[src/rtl/dmaarb_pkg.sv]
package dmaarb_pkg;
  localparam int NCH = 2;
  localparam int CW  = (NCH > 1) ? $clog2(NCH) : 1;
  localparam int GW  = NCH + 1;
endpackage

[src/rtl/dmaarb_pick.sv]
module dmaarb_pick #(
  parameter int NCH = dmaarb_pkg::NCH,
  parameter int CW  = dmaarb_pkg::CW
) (
  input  logic [NCH-1:0] cand_i,
  input  logic           rr_en_i,
  input  logic [CW-1:0]  last_i,
  output logic           found_o,
  output logic [CW-1:0]  pick_o
);
  always_comb begin
    found_o = 1'b0;
    pick_o  = '0;
    for (int k = 0; k < NCH; k++) begin
      int idx;
      idx = rr_en_i ? ((int'(last_i) + 1 + k) % NCH) : k;
      if (!found_o && cand_i[idx]) begin
        found_o = 1'b1;
        pick_o  = CW'(idx);
      end
    end
  end
endmodule

[src/rtl/dmaarb_burst_trk.sv]
module dmaarb_burst_trk #(
  parameter int NCH = dmaarb_pkg::NCH
) (
  input  logic           clk,
  input  logic           rst_n,
  input  logic [NCH-1:0] set_i,
  input  logic [NCH-1:0] clr_i,
  output logic [NCH-1:0] act_o,
  output logic [NCH-1:0] kept_o
);
  logic [NCH-1:0] act_q, act_n;

  always_comb begin
    kept_o = act_q & ~clr_i;
    act_n  = kept_o | set_i;
  end

  always_ff @(posedge clk or negedge rst_n) begin
    if (!rst_n) act_q <= '0;
    else        act_q <= act_n;
  end

  assign act_o = act_q;
endmodule

[src/rtl/dma_bus_arbiter.sv]
module dma_bus_arbiter
  import dmaarb_pkg::*;
(
  input  logic           clk,
  input  logic           rst_n,
  input  logic           prio_rr_i,
  input  logic [NCH-1:0] chan_req_i,
  input  logic [NCH-1:0] chan_burst_i,
  input  logic [NCH-1:0] unit_done_i,
  input  logic [NCH-1:0] xfer_done_i,
  output logic [GW-1:0]  grant_o,
  output logic           dma_hold_o
);
  logic [GW-1:0]  grant_q, grant_n;
  logic           rr_q;
  logic [CW-1:0]  last_q, last_eff;
  logic [NCH-1:0] own_vec, fin_vec, cs_own, cand, set_vec, burst_q, kept;
  logic [CW-1:0]  own_idx, pick;
  logic           owner_cpu, ud_own, ev, cs_back, found, eff_rr;

  assign owner_cpu = grant_q[0];
  assign own_vec   = grant_q[GW-1:1];
  assign ud_own    = |(unit_done_i & own_vec);
  assign fin_vec   = own_vec & unit_done_i & xfer_done_i;
  assign cs_own    = own_vec & ~burst_q;
  assign ev        = owner_cpu | ud_own;
  assign eff_rr    = owner_cpu ? prio_rr_i : rr_q;

  always_comb begin
    own_idx = '0;
    for (int k = 0; k < NCH; k++)
      if (own_vec[k]) own_idx = CW'(k);
  end

  assign last_eff = ud_own ? own_idx : last_q;

  dmaarb_burst_trk #(.NCH(NCH)) trk_i (
    .clk   (clk),
    .rst_n (rst_n),
    .set_i (set_vec),
    .clr_i (fin_vec),
    .act_o (burst_q),
    .kept_o(kept)
  );

  // cycle-steal owner must yield; a finishing owner drops out
  assign cand    = (chan_req_i | kept) & ~fin_vec & ~cs_own;
  assign cs_back = (|cs_own) & ~(|kept);

  dmaarb_pick #(.NCH(NCH), .CW(CW)) pick_i (
    .cand_i (cand),
    .rr_en_i(eff_rr),
    .last_i (last_eff),
    .found_o(found),
    .pick_o (pick)
  );

  always_comb begin
    grant_n = grant_q;
    set_vec = '0;
    if (ev) begin
      if (cs_back || !found) begin
        grant_n = GW'(1);
      end else begin
        grant_n = GW'(2) << pick;
        set_vec = (NCH'(1) << pick) & chan_burst_i;
      end
    end
  end

  always_ff @(posedge clk or negedge rst_n) begin
    if (!rst_n) begin
      grant_q <= GW'(1);
      rr_q    <= 1'b0;
      last_q  <= '0;
    end else begin
      grant_q <= grant_n;
      if (owner_cpu) rr_q   <= prio_rr_i;
      if (ud_own)    last_q <= own_idx;
    end
  end

  assign grant_o    = grant_q;
  assign dma_hold_o = ~grant_q[0];


  grant_onehot_chk: assert property (@(posedge clk) disable iff (!rst_n)
    $countones(grant_q) == 1);


  burst_hold_chk: assert property (@(posedge clk) disable iff (!rst_n)
    (|burst_q) |-> !grant_q[0]);


  owner_keep_chk: assert property (@(posedge clk) disable iff (!rst_n)
    (!grant_q[0] && !(|(unit_done_i & grant_q[GW-1:1]))) |=> $stable(grant_q));


  cs_return_chk: assert property (@(posedge clk) disable iff (!rst_n)
    ((|(unit_done_i & grant_q[GW-1:1] & ~burst_q)) && !(|(burst_q & ~fin_vec)))
      |=> grant_q[0]);


  mode_stable_chk: assert property (@(posedge clk) disable iff (!rst_n)
    !grant_q[0] |=> $stable(rr_q));
endmodule

[config.mk]
export PLATFORM = sky130hd
export DESIGN_NAME = dma_bus_arbiter
export DESIGN_NICKNAME = d
export VERILOG_FILES = /design/src/rtl/dmaarb_pkg.sv /design/src/rtl/dmaarb_pick.sv /design/src/rtl/dmaarb_burst_trk.sv /design/src/rtl/dma_bus_arbiter.sv
export SDC_FILE = /design/constraint.sdc
export NUM_CORES = 1
export LEC_CHECK = 0
export ABC_AREA = 1
export BUFFER_PORTS_ARGS = -buffer_cell sky130_fd_sc_hd__buf_4
export CAP_MARGIN = 40
export CORE_AREA = 2 2 39 41
export DETAILED_ROUTE_END_ITERATION = 8
export DIE_AREA = 0 0 41 43
export PLACE_DENSITY_LB_ADDON = 0.25
export SYNTH_ARGS = -nofsm -noshare
export SYNTH_HDL_FRONTEND = slang
export SYNTH_SLANG_ARGS = --single-unit
[constraint.sdc]
create_clock -name clk -period 1.2 [get_ports clk]
set_input_delay 0.06 -clock clk [delete_from_list [all_inputs] [get_ports clk]]
set_output_delay 0.06 -clock clk [all_outputs]
set_load 0.005 [all_outputs]
# --- Word level (Yosys, flattened, before mapping) ---
# Index checks and enable logic that the tools add are counted.
totals:
  out_inout_bits: 4
  latch_bits: 0
  elab_cells: 53
  ram_bits: 0
  in_bits: 11
  register_bits: 7
  memories: 0
  mem_bits_ro: 0
classes:
  muxes: 18
  magnitude_cmp: 2
  shift: 2
  addsub: 2
  reduce_logical: 7
  div: 0
  bitwise: 18
  eq_ne: 0
  mul: 0
ops:
  columns: ["operator", "count"]
  rows:
  - ["32-bit by 3-bit < comparator with 1-bit output, second input constant", 2]
  - ["32-bit two-way mux", 2]
  - ["32-bit by 2-bit adder with 32-bit output, second input constant", 1]
  - ["2-bit AND", 7]
  - ["1-bit two-way mux", 13]
  - ["2-bit NOT", 3]
  - ["2-bit OR reduction", 3]
  - ["2-bit two-way mux", 2]
  - ["2-bit bitwise OR", 2]
  - ["3-bit two-way mux", 1]
  - ["2-bit by 1-bit << shifter with 3-bit output, first input constant", 1]
  - ["1-bit by 1-bit adder with 2-bit output, second input constant", 1]
  - ["1-bit AND", 2]
  - ["1-bit zero test", 2]
  - ["1-bit NOT", 2]
  - ["1-bit by 1-bit << shifter with 2-bit output, first input constant", 1]
  - ["1-bit AND, first input constant", 1]
  - ["1-bit logical AND", 1]
  - ["1-bit logical OR", 1]
  - ["1-bit bitwise OR", 1]

# --- Logic depth before layout (Yosys ltp) ---
depth:
  ltp_word: 19
  depth_mapped: 8
  ltp_nobuf: 8

# --- Hierarchy ---
# From an unflattened synthesis, not the netlist that was laid out.
hier_totals:
  hier_cells: 66
  area_unflattened_um2: 442.9
by_module_without_submodules:
  columns: ["module", "area_each_um2", "cells_each", "instances", "seq_area_each_um2"]
  rows:
  - ["dma_bus_arbiter", 332.8, 49, 1, 126.4]
  - ["dmaarb_burst_trk", 87.6, 12, 1, 50.0]
  - ["dmaarb_pick", 22.5, 5, 1, 0.0]

# --- Least setup slack after synthesis ---
# Ideal clock, no wire load.
synth_path:
  kind: "reg2reg"
  start: "register grant_q[0] (netlist: grant_o[0])"
  end: "register trk_i.act_q[1] (netlist: trk_i.act_o[1])"
  setup_time_ns: 0.065
  arrival_time_ns: 1.029
  synth_period_minus_slack_ns: 1.093
  path_buffers: 0
  stages_incl_launch_ff: 7
  slack_ns: 0.107
  cell_sequence: "dfstp_2 > nand2_1 > nand2_1 > nand3_2 > a21oi_1 > nand3_1 > nand2_1"
synth_between:
  elab_chain_cells: 14
  elab_cells_between_ends: 23
synth_lines:
  columns: ["element", "line_no", "text"]
  rows:
  - ["start: declaration", "dma_bus_arbiter.sv:14", "logic [GW-1:0] grant_q, grant_n;"]
  - ["start signal: assignment", "dma_bus_arbiter.sv:77", "grant_q <= grant_n;"]
  - ["1-bit two-way mux (*)", null, null]
  - ["named net eff_rr", "dma_bus_arbiter.sv:19", "logic owner_cpu, ud_own, ev, cs_back, found, eff_rr;"]
  - ["32-bit two-way mux", "dmaarb_pick.sv:16", "idx = rr_en_i ? ((int'(last_i) + 1 + k) % NCH) : k;"]
  - ["1-bit two-way mux (implied by the code) (3 in a row)", "dmaarb_pick.sv:17", "if (!found_o && cand_i[idx]) begin"]
  - ["1-bit two-way mux", "dmaarb_pick.sv:17", null]
  - ["1-bit zero test", "dmaarb_pick.sv:17", null]
  - ["1-bit logical AND", "dmaarb_pick.sv:17", null]
  - ["1-bit two-way mux", "dmaarb_pick.sv:17", null]
  - ["1-bit by 1-bit << shifter with 2-bit output / 1-bit zero test (equally long branches)", "dma_bus_arbiter.sv:66, dma_bus_arbiter.sv:62", null]
  - ["2-bit AND / 1-bit logical OR (equally long branches)", "dma_bus_arbiter.sv:66, dma_bus_arbiter.sv:62", null]
  - ["2-bit two-way mux (*)", "dma_bus_arbiter.sv:62", "if (cs_back || !found) begin"]
  - ["2-bit two-way mux (*)", "dma_bus_arbiter.sv:61", "if (ev) begin"]
  - ["2-bit bitwise OR (*)", "dmaarb_burst_trk.sv:15", "act_n = kept_o | set_i;"]
  - ["named net trk_i.act_n[1]", "dmaarb_burst_trk.sv:11", "logic [NCH-1:0] act_q, act_n;"]
  - ["end signal: assignment", "dmaarb_burst_trk.sv:20", "else act_q <= act_n;"]
  - ["end: declaration", "dmaarb_burst_trk.sv:11", null]
# The timed path passes the listed nets; every way through them passes the cells marked *. The select of a mux whose other input is x is not followed.
# A chain may end at the register's enable or synchronous reset.

# --- Final worst setup path ---
layout_path:
  start: "register grant_q[2] (netlist: grant_o[2])"
  end: "register trk_i.act_q[1] (netlist: trk_i.act_o[1])"
layout_between:
  elab_chain_cells: 19
  elab_cells_between_ends: 40
layout_lines:
  columns: ["element", "line_no"]
  rows:
  - ["branches (longest 18 deep; another with 32-bit by 2-bit adder with 32-bit output)", null]
  - ["2-bit bitwise OR (*)", "dmaarb_burst_trk.sv:15"]
  - ["named net trk_i.act_n[1]", "dmaarb_burst_trk.sv:11"]
# Mark *: on every way through the listed nets, which the timed path passes. The select of a mux whose other input is x is not followed.

==> impl_metrics.csv <==
group,metric,value,unit
sta,rsz0062_at_grt,"true",
setup_path,r2r-end,"trk_i.act_o[1]",
setup_path,ff2ff_path_depth,7,
floorplanning,die-area,1763,µm²
routing,wl,930,µm
final_layout,nNetsFinal,91,
setup_path,crit_path_max_fanout,5,
setup_path,worst_ep_arrival_time,1.34,ns
run,drv_cap,0,
global_route,grtUsageTotal,12.21,%
sta,fmax,874.1,MHz
routing,ant_nets,0,
yosys,synth_area_leader_cell,"dfrtp_1",
floorplanning,die_x,41,µm
global_route,antenna_found_initial,0,
floorplanning,chipHeight,43,µm
sta,fin_skew,0.004089,ns
setup_path,slowest_delay,0.44,ns
clocking,cts_max_level,1,
yosys,async_reset_ff_share,100.0,%
routing,drt_iter0_drc,2,
floorplanning,start_util,28.12,%
floorplanning,rows,14,
placement,io_buffers,14,
setup_path,endpoint,"trk_i.act_o[1]",
clocking,clockBufferDepth,2,
placement,gp_congestion,0.7659,
yosys,synth_fp_nets,66,
hold_path,hold_class,"in2reg",
yosys,syn_area_per_cell,7.075,µm²
global_route,grt_overflow_total,0,
floorplanning,io-pin-count,15,
clocking,cts_tree,"done",
routing,drc,0,
yosys,synth_top_cells_by_count,"nand2_1 (27), inv_1 (7), nand3_1 (7), dfrtp_1 (6)",
setup_path,cp_slowest_cell,"dfrtp_2",
yosys,synth.most_common_cell,"nand2_1",
yosys,synth_top_area_share,38.59,%
routing,vias,415,
sta,setup_viol,0,
power,fin_total_pwr,0.5028,mW
power,p_leak,0.3481,nW
clocking,root_buffer,"clkbuf_4",
setup_path,r2r_start,"grant_o[2]",
power,power_density,792.7,nW/µm²
yosys,synth_seq_area_share,45.34,%
yosys,yosys-top-cells-area,"dfrtp_1 (39%), nand2_1 (26%), nand3_1 (9.0%)",
setup_path,rrSetupSlack,0.06,ns
routing,routed_via_density,4.368,
yosys,synth-seq-cells,7,
final_layout,syn_to_final_growth,63.02,%
sta,period_needed,1.144,ns
setup_path,crit_type,"reg2reg",
sta,slew_violations,0,
yosys,synth_area,389.1,µm²
sta,hold_violations,0,
placement,place_hpwl,723.2,µm
setup_path,worstPathRequired,1.39,ns
final_layout,drive_above_1_share,54.43,%
sta,post-route-period-util,95.33,%
routing,dr.pass1.iters,2,
yosys,yosysWarnings,0,
global_route,grt_max_degree,8,
clocking,numCtsBuffers,3,
global_route,grt_pass1_vias,378,
clocking,cts.clk_slew.worst_paths,0.05,ns
clocking,clk_latency,0.25,ns
yosys,synth_cell_types,9,
yosys,synth_edf_count,0,
sta,max_slew_margin,85.85,%
setup_path,start_kind,"flip-flop",
setup_path,crit_top_cell,"nand2_2",
outcome,status,"finished, final reports clean",
yosys,synthCells,55,
sta,tightest_slew,0.2120,ns
power,peakVddDrop,0.3569,mV
global_route,grt_pass1_wl,1421,µm
clocking,clock-sinks,7,
routing,wl_per_cell,9.789,µm
setup_path,cp-startpoint,"grant_o[2]",
setup_path,end_kind,"flip-flop",
sta,holdWs,0.02239,ns
floorplanning,core,1384,µm²
final_layout,num_antenna_cells,0,
setup_path,path_cells,"nand2_2 > nand2_2 > nand2_2 > nand3_2 > a21oi_2 > nand3_1 > nand2_1",
yosys,synthFlopType,"dfrtp_1",
[sequential cells by signal, indices dropped and copies added, names as in the netlist]
signal / cells
grant_o: 3
last_q: 1
rr_q: 1
trk_i.act_o: 2
[cell type report]
type / instances / area, µm²
fill: 144 / 749.5
multi-input combinational: 40 / 222.7
tap: 16 / 20.02
clock buffer: 4 / 26.28
sequential: 7 / 178.9
inverter: 7 / 26.28
timing repair buffer: 21 / 160.2
[timing repair]
item,4_1_cts,5_1_grt
hold buffers,1,0
setup buffers,0,4
gates resized for setup,2,14
pin swaps,0,7
setup endpoints to repair,1,4
hold endpoints to repair,7,0
[cells by family after synthesis]
| family | after synthesis | share of synthesized area (%) |
|---|---|---|
| AND/OR/NAND/NOR | 38 | 43.41 |
| buffers and inverters | 8 | 8.684 |
| flip-flops | 7 | 45.34 |
| AO/OA/AOI/OAI | 2 | 2.572 |
[cell usage in the layout (no fill, tap or decap)]
cell | netlist | routed
nand2_2 | 0 | 10
nor2_2 | 2 | 1
nand2_1 | 27 | 17
clkbuf_1 | 0 | 1
dfrtp_2 | 0 | 2
nor2_4 | 0 | 1
a21oi_1 | 2 | 1
inv_1 | 7 | 7
dfrtp_1 | 6 | 4
nand3_1 | 7 | 5
buf_4 | 1 | 20
dfstp_2 | 1 | 1
dlygate4sd3_1 | 0 | 1
nand3_2 | 2 | 4
clkbuf_4 | 0 | 3
a21oi_2 | 0 | 1
[worst max-delay path, delay by kind of cell (launching register included)]
family	cells	cell delay [ns]
simple gates	6	0.47
flops	1	0.44
compound gates	1	0.17
[power by group]
group          total (mW)  switching (mW)  internal [mW]
Clock               0.216          0.0888          0.127
Combinational      0.0506          0.0223         0.0282
Sequential          0.236               0          0.236
[how the worst min path moves through the flow]
stage | from | end | slack, ns | cells after the start
floorplan | rst_n | grant_o[1] | -0.24 | 0
global placement | rst_n | rr_q | -0.12 | 1
detailed placement | rst_n | rr_q | -0.12 | 1
CTS | chan_burst_i[0] | trk_i.act_o[0] | 0.03 | 3
global route | chan_burst_i[1] | trk_i.act_o[1] | 0.03 | 3
finish | chan_burst_i[1] | trk_i.act_o[1] | 0.02 | 3
[stage by stage]
stage,util (%),setup slack (ns),cell area (µm²),setup TNS (ns),std cells
after global placement,37.70,0.007553,521.8,0,86
after global routing,45.84,-0.02537,634.4,-0.08033,95
final,45.84,0.05599,634.4,0,95
after CTS,40.78,0.01001,564.3,0,91
after detailed placement,37.70,-0.009123,521.8,-0.009123,86
after floorplan,-,0.1066,389.1,0,55
[metal layers]
layer / track usage, % / part of all wire [%] / vias to the layer above
li1: - / - / 219
met1: 15.03 / 44 / 185
met2: 18.75 / 51 / 9
met3: 3.141 / 4.2 / 2
met4: 6.000 / 0.65 / 0
met5: 0 / 0 / -
Power figures use the tool's default switching activity.
